### src/rtl/wfq_pkg.sv
// Shared helpers for the finish-tag scheduler.
// Assumes nothing beyond elaboration-time constant arguments.
package wfq_pkg;
    // Index width for a count of n items, never below one bit.
    function automatic int unsigned idx_bits(input int unsigned n);
        return (n < 2) ? 1 : $clog2(n);
    endfunction
endpackage

### src/rtl/wfq_flow_queue.sv
// Per-flow tag queue: a circular buffer of finish tags plus the flow's
// most recent finish tag. Assumes the parent never pushes when full
// and never pops when empty.
module wfq_flow_queue #(
    parameter int unsigned DEPTH = 4,
    parameter int unsigned TAG_W = 16
) (
    input  logic             clk,
    input  logic             rst_n,
    input  logic             push,
    input  logic [TAG_W-1:0] push_tag,
    input  logic             pop,
    output logic [TAG_W-1:0] head_tag,
    output logic [TAG_W-1:0] last_fin,
    output logic             empty,
    output logic             full
);
    localparam int unsigned PTR_W = wfq_pkg::idx_bits(DEPTH);
    localparam int unsigned CNT_W = $clog2(DEPTH + 1);
    localparam logic [PTR_W-1:0] PTR_MAX = PTR_W'(DEPTH - 1);

    logic [TAG_W-1:0] store [DEPTH];
    logic [PTR_W-1:0] wr_ptr, rd_ptr;
    logic [CNT_W-1:0] count;

    assign empty    = (count == '0);
    assign full     = (count == CNT_W'(DEPTH));
    assign head_tag = store[rd_ptr];

    // Write the tag store on push.
    always_ff @(posedge clk) begin
        if (push) store[wr_ptr] <= push_tag;
    end

    // Advance pointers, occupancy and the last finish tag.
    always_ff @(posedge clk) begin
        if (!rst_n) begin
            wr_ptr   <= '0;
            rd_ptr   <= '0;
            count    <= '0;
            last_fin <= '0;
        end else begin
            if (push) begin
                wr_ptr   <= (wr_ptr == PTR_MAX) ? '0 : wr_ptr + 1'b1;
                last_fin <= push_tag;
            end
            if (pop) rd_ptr <= (rd_ptr == PTR_MAX) ? '0 : rd_ptr + 1'b1;
            if (push && !pop)      count <= count + 1'b1;
            else if (pop && !push) count <= count - 1'b1;
        end
    end
endmodule

### src/rtl/wfq_min_select.sv
// Combinational comparator tree that picks the smallest valid tag.
// Leaves beyond NUM_FLOWS are padded as invalid. On equal tags the left
// (lower-index) branch wins, so the lowest flow index is chosen.
module wfq_min_select #(
    parameter int unsigned NUM_FLOWS = 4,
    parameter int unsigned TAG_W     = 16,
    parameter int unsigned FLOW_W    = 2
) (
    input  logic [NUM_FLOWS-1:0]       vld,
    input  logic [NUM_FLOWS*TAG_W-1:0] tags,
    output logic                       any,
    output logic [FLOW_W-1:0]          win_idx,
    output logic [TAG_W-1:0]           win_tag
);
    localparam int unsigned LEAVES = 1 << FLOW_W;
    localparam int unsigned NODES  = 2 * LEAVES;

    logic [NODES-1:0]        nv;
    logic [NODES*TAG_W-1:0]  nt;
    logic [NODES*FLOW_W-1:0] ni;

    assign nv[0]            = 1'b0;
    assign nt[0 +: TAG_W]   = '0;
    assign ni[0 +: FLOW_W]  = '0;

    // Leaf level: one leaf per possible flow index.
    for (genvar i = 0; i < LEAVES; i++) begin : g_leaf
        if (i < NUM_FLOWS) begin : g_real
            assign nv[LEAVES+i]                  = vld[i];
            assign nt[(LEAVES+i)*TAG_W +: TAG_W] = tags[i*TAG_W +: TAG_W];
        end else begin : g_pad
            assign nv[LEAVES+i]                  = 1'b0;
            assign nt[(LEAVES+i)*TAG_W +: TAG_W] = '0;
        end
        assign ni[(LEAVES+i)*FLOW_W +: FLOW_W] = FLOW_W'(i);
    end

    // Internal nodes: each keeps the smaller valid child, left on ties.
    for (genvar n = 1; n < LEAVES; n++) begin : g_node
        logic take_r;
        assign take_r = nv[2*n+1] &&
                        (!nv[2*n] || (nt[(2*n+1)*TAG_W +: TAG_W] < nt[(2*n)*TAG_W +: TAG_W]));
        assign nv[n] = nv[2*n] | nv[2*n+1];
        assign nt[n*TAG_W +: TAG_W]   = take_r ? nt[(2*n+1)*TAG_W +: TAG_W]
                                               : nt[(2*n)*TAG_W +: TAG_W];
        assign ni[n*FLOW_W +: FLOW_W] = take_r ? ni[(2*n+1)*FLOW_W +: FLOW_W]
                                               : ni[(2*n)*FLOW_W +: FLOW_W];
    end

    assign any     = nv[1];
    assign win_idx = ni[FLOW_W +: FLOW_W];
    assign win_tag = nt[TAG_W +: TAG_W];
endmodule

### src/rtl/wfq_sched.sv
// Finish-tag scheduler top. Computes start and finish tags for arrivals,
// keeps one tag queue per flow, and serves the smallest head tag on
// request in the same cycle. Assumes round_now never decreases, tags do
// not wrap within TAG_W, TAG_W >= LEN_W and enq_flow < NUM_FLOWS.
module wfq_sched #(
    parameter int unsigned NUM_FLOWS = 4,
    parameter int unsigned DEPTH     = 4,
    parameter int unsigned LEN_W     = 12,
    parameter int unsigned TAG_W     = 16,
    parameter int unsigned WSH_W     = 3,
    parameter int unsigned FLOW_W    = wfq_pkg::idx_bits(NUM_FLOWS)
) (
    input  logic                       clk,
    input  logic                       rst_n,
    input  logic [NUM_FLOWS*WSH_W-1:0] weight_log2,
    input  logic [TAG_W-1:0]           round_now,
    input  logic                       enq_valid,
    input  logic [FLOW_W-1:0]          enq_flow,
    input  logic [LEN_W-1:0]           enq_len,
    output logic                       enq_drop,
    input  logic                       deq_req,
    output logic                       deq_valid,
    output logic [FLOW_W-1:0]          deq_flow,
    output logic [TAG_W-1:0]           deq_tag
);
    logic [NUM_FLOWS-1:0]       q_empty, q_full, q_push, q_pop;
    logic [NUM_FLOWS*TAG_W-1:0] q_head;
    logic [TAG_W-1:0]           q_last [NUM_FLOWS];

    logic             sel_empty, sel_full;
    logic [TAG_W-1:0] sel_last, start_tag, finish_tag;
    logic [WSH_W-1:0] sel_shift;
    logic [LEN_W-1:0] scaled_len;
    logic             any_active;

    // Gather the arriving flow's queue state and weight.
    always_comb begin
        sel_empty = 1'b1;
        sel_full  = 1'b0;
        sel_last  = '0;
        sel_shift = '0;
        for (int i = 0; i < NUM_FLOWS; i++) begin
            if (enq_flow == FLOW_W'(i)) begin
                sel_empty = q_empty[i];
                sel_full  = q_full[i];
                sel_last  = q_last[i];
                sel_shift = weight_log2[i*WSH_W +: WSH_W];
            end
        end
    end

    // Start tag by queue state, finish tag by weighted length.
    always_comb begin
        start_tag  = sel_empty ? round_now : sel_last;
        scaled_len = enq_len >> sel_shift;
        finish_tag = start_tag + TAG_W'(scaled_len);
    end

    assign enq_drop  = enq_valid && sel_full;
    assign deq_valid = deq_req && any_active;

    for (genvar i = 0; i < NUM_FLOWS; i++) begin : g_flow
        assign q_push[i] = enq_valid && !sel_full && (enq_flow == FLOW_W'(i));
        assign q_pop[i]  = deq_valid && (deq_flow == FLOW_W'(i));

        wfq_flow_queue #(.DEPTH(DEPTH), .TAG_W(TAG_W)) u_queue (
            .clk      (clk),
            .rst_n    (rst_n),
            .push     (q_push[i]),
            .push_tag (finish_tag),
            .pop      (q_pop[i]),
            .head_tag (q_head[i*TAG_W +: TAG_W]),
            .last_fin (q_last[i]),
            .empty    (q_empty[i]),
            .full     (q_full[i])
        );
    end

    wfq_min_select #(.NUM_FLOWS(NUM_FLOWS), .TAG_W(TAG_W), .FLOW_W(FLOW_W)) u_min (
        .vld     (~q_empty),
        .tags    (q_head),
        .any     (any_active),
        .win_idx (deq_flow),
        .win_tag (deq_tag)
    );
endmodule

### config.mk
export PLATFORM = sky130hd
export DESIGN_NAME = wfq_sched
export DESIGN_NICKNAME = d
export VERILOG_FILES = /design/src/rtl/wfq_pkg.sv /design/src/rtl/wfq_flow_queue.sv /design/src/rtl/wfq_min_select.sv /design/src/rtl/wfq_sched.sv
export SDC_FILE = /design/constraint.sdc
export NUM_CORES = 1
export LEC_CHECK = 0
export BUFFER_PORTS_ARGS = -buffer_cell sky130_fd_sc_hd__buf_4
export CAP_MARGIN = 20
export CORE_ASPECT_RATIO = 0.5
export CORE_MARGIN = 4
export CORE_UTILIZATION = 61
export DETAILED_ROUTE_END_ITERATION = 7
export GPL_TIMING_DRIVEN = 0
export PLACE_DENSITY_LB_ADDON = 0.12
export SLEW_MARGIN = 25
export SYNTH_ARGS = -nofsm -noshare
export SYNTH_HDL_FRONTEND = slang
export SYNTH_SLANG_ARGS = --single-unit
### constraint.sdc
create_clock -name clk -period 8.86 [get_ports clk]
set_clock_uncertainty 0.2 [all_clocks]
set_input_delay 1.329 -clock clk [delete_from_list [all_inputs] [get_ports clk]]
set_output_delay 1.329 -clock clk [all_outputs]
set_load 0.01 [all_outputs]
==> impl_metrics.yaml <==
status:
  status: "complete, no violations"
timing:
  fin_ws_ns: 0.350
  finalSetupTns_ns: 0
  relSlewSlack: 0.288
  rsz0062_at_grt: "no"
  hold-worst-slack_ns: 0.260
  hold_viol: 0
  fin_crit_sh: 0.961
  fin_crit_ns: 8.51
  slew_violations: 0
  worstMarginPinSlew_ns: 1.07
  fmax_mhz: 118
  finalSetupViolations: 0
placed_design:
  gp_congestion: 0.856
  place_area_um2: 17900
  pre_cts_ws_ns: 0.530
  port_buffers: 62
  dp_hpwl_um: 28400
synth:
  seq_area_frac_synth: 0.577
  synth_compound_area_frac: 0.0728
  syn_area_um2: 16800
  synth_cell_types: 63
  synth_top_area_share: 0.458
  synth.most_common_cell: "edfxtp_1"
  yosys_warnings: 0
  synthFlopType: "edfxtp_1"
  synth_top_family_by_area: "multiplexers"
  synth_area_leaders: "edfxtp_1, dfxtp_1, mux4_2"
  async_reset_ff_frac: 0
  synthTopCellsByCount: "edfxtp_1, nand2_1, dfxtp_1, mux4_2, ha_1"
  synth-xor-area-share: 0.00938
  synth_cells: 1221
  synth_edf_count: 256
  ys_seq_elements: 356
  synth_area_leader_cell: "edfxtp_1"
  synth-adder-area-share: 0.0663
  syn_nets: 1353
  syn_area_per_cell_um2: 13.8
  muxShareOfSynthArea: 0.164
  synth-simple-area-share: 0.0818
global_routing:
  antenna_found_initial: 0
  grt.overflow.total: 0
  grt_usage: 0.266
  grt_pass1_vias: 11000
  grt_max_degree: 21
  grt_pass1_wl_um: 62300
clock_network:
  htreeDepth: 1
  cts_tree: "built"
  path_clk_slew_ns: 0.07
  cts.sinks: 356
  cts_buffer_depth: 3
  cts-root-buf: "clkbuf_16"
  clk_latency_ns: 0.57
  cts_made_buffers: 30
  ctsHoldBuffers: 0
drt:
  dr_total_vias: 10600
  drt-initial-drc-count: 1114
  wl_um: 40100
  routedWlPerCell_um: 23.6
  drcViolationCount: 0
  viasPerCell: 6.24
  drtPass1Iterations: 5
  ant_nets: 0
final_layout:
  areaGrowthSynthToFinish_pct: 12.7
  finish.instance_area_um2: 18900
  drive_gt1_frac: 0.214
  finalNetCount: 1455
  antenna_cells: 0
power_and_ir_drop:
  power_mw: 7.27
  p_per_area_nw_per_um2: 384
  irDropWorstVdd_v: 0.000423
  p_leak_nw: 6.89
die:
  coreArea_um2: 26700
  fp.dieH_um: 125
  start_util: 0.628
  ioPinCount: 66
  die_x_um: 243
  rows: 42
  die-area_um2: 30400
setup_path:
  cp.arrival_ns: 6.98
  path_common_cell: "buf_2"
  max_stage_delay_ns: 0.45
  path_class: "reg2out"
  required_ns: 7.33
  worstSetupStartpointType: "flop"
  crit_chain: "buf_1 > clkbuf_2 > mux4_2 > ha_1 > nand4_1 > o41ai_1 > a211oi_1 > o21bai_1 > buf_2 > buf_2 > mux2_2 > ha_1 > a21o_1 > a211oi_1 > o21a_1 > o21ai_0 > nor3_1 > a31oi_4 > buf_2 > a21oi_1 > buf_4"
  path_max_fanout: 10
  cpMaxStageDelayCell: "clkbuf_2"
  critPathCaptureType: "output pin"
worst_hold_path:
  hold_path_class: "reg2reg"
flow_run:
  maxCapViolCount: 0
[sequential cells by signal, indices dropped and copies added (netlist names), named ones only]
signal,cells
g_flow.u_queue.store,256
g_flow.u_queue.last_fin,64
g_flow.u_queue.count,12
g_flow.u_queue.rd_ptr,8
g_flow.u_queue.wr_ptr,8
[layer usage]
metal  vias to the layer above  routed length (um)  track usage  part of all wire
met5                         -                   0            0                 0
met4                         0                1240       0.0749             0.031
met3                        86                2900       0.0490             0.072
met2                       417               18600        0.435              0.46
met1                      5320               17300        0.373              0.43
li1                       4777                   -            -                 -
[worst max-delay path: cells and delay by family (launching register included)]
family,cells,cell delay (ns)
adders and majority gates,2,0.66
and+or+nand+nor,2,0.59
AOI/OAI and AO/OA,9,2.06
muxes,2,0.81
DFF,1,0.30
buffers and inverters,6,1.96
[layout make-up]
| type | instances | area (um2) |
|---|---|---|
| buffer | 57 | 245 |
| fill | 1743 | 7810 |
| inverter | 60 | 225 |
| tap | 352 | 440 |
| multi-input combinational | 743 | 6720 |
| sequential | 356 | 9690 |
| clock inverter | 23 | 245 |
| clock buffer | 33 | 772 |
| timing repair buffer | 75 | 601 |
[what timing repair did]
item / CTS / global route
gates resized for setup: 0 / 10
buffers inserted: 0 / 0
endpoints found under the setup margin: 12 / 18
[power by group]
group | internal [mW] | switching (mW)
sequential | 2.28 | 0.0740
combinational | 1.42 | 2.14
clock | 0.753 | 0.608
total | 4.45 | 2.82
[cell usage in the layout (no fill, tap or decap), drive strengths merged, types with 4 or more instances in the layout]
cell type	count
o211a	4
or3	10
edfxtp	256
mux2i	47
o21a	6
buf	94
nor2	39
a21oi	38
xnor2	14
nand3	10
o21ai	20
clkinv	12
nand2	155
xor2	4
inv	62
nor2b	12
mux2	35
bufinv	4
dfxtp	100
ha	81
a21boi	64
and2	21
nand2b	4
fa	5
a211oi	9
clkinvlp	5
nand4	7
mux4	84
clkbuf	71
a21o	14
nor3	22
[metrics by stage]
| stage | util | instances |
|---|---|---|
| global route | 0.708 | 1699 |
| floorplan | - | 1221 |
| finish | 0.708 | 1699 |
| CTS | 0.708 | 1701 |
| global placement | 0.662 | 1635 |
| detailed placement | 0.670 | 1648 |
[logic make-up after synthesis]
kind of cell	after synthesis
xor+xnor	18
simple gates	297
buf+inv	122
fa+ha+maj	86
mux	166
flops	356
compound gates	176
[path summary, 6_finish.rpt]
| path | start | endpoint | slack [ns] | depth (start not counted) |
|---|---|---|---|---|
| worst max-delay path | flop | deq_tag[15] | 0.35 | 21 |
| worst min-delay path | g_flow[2].u_queue.last_fin[14] | g_flow[2].u_queue.last_fin[14] | 0.26 | 2 |
| worst max register to register | flop | g_flow[1].u_queue.count[2] | 1.37 | 26 |
| worst min register to register | g_flow[2].u_queue.last_fin[14] | g_flow[2].u_queue.last_fin[14] | 0.26 | 2 |
Note: power is estimated with default switching activity, not from simulation.
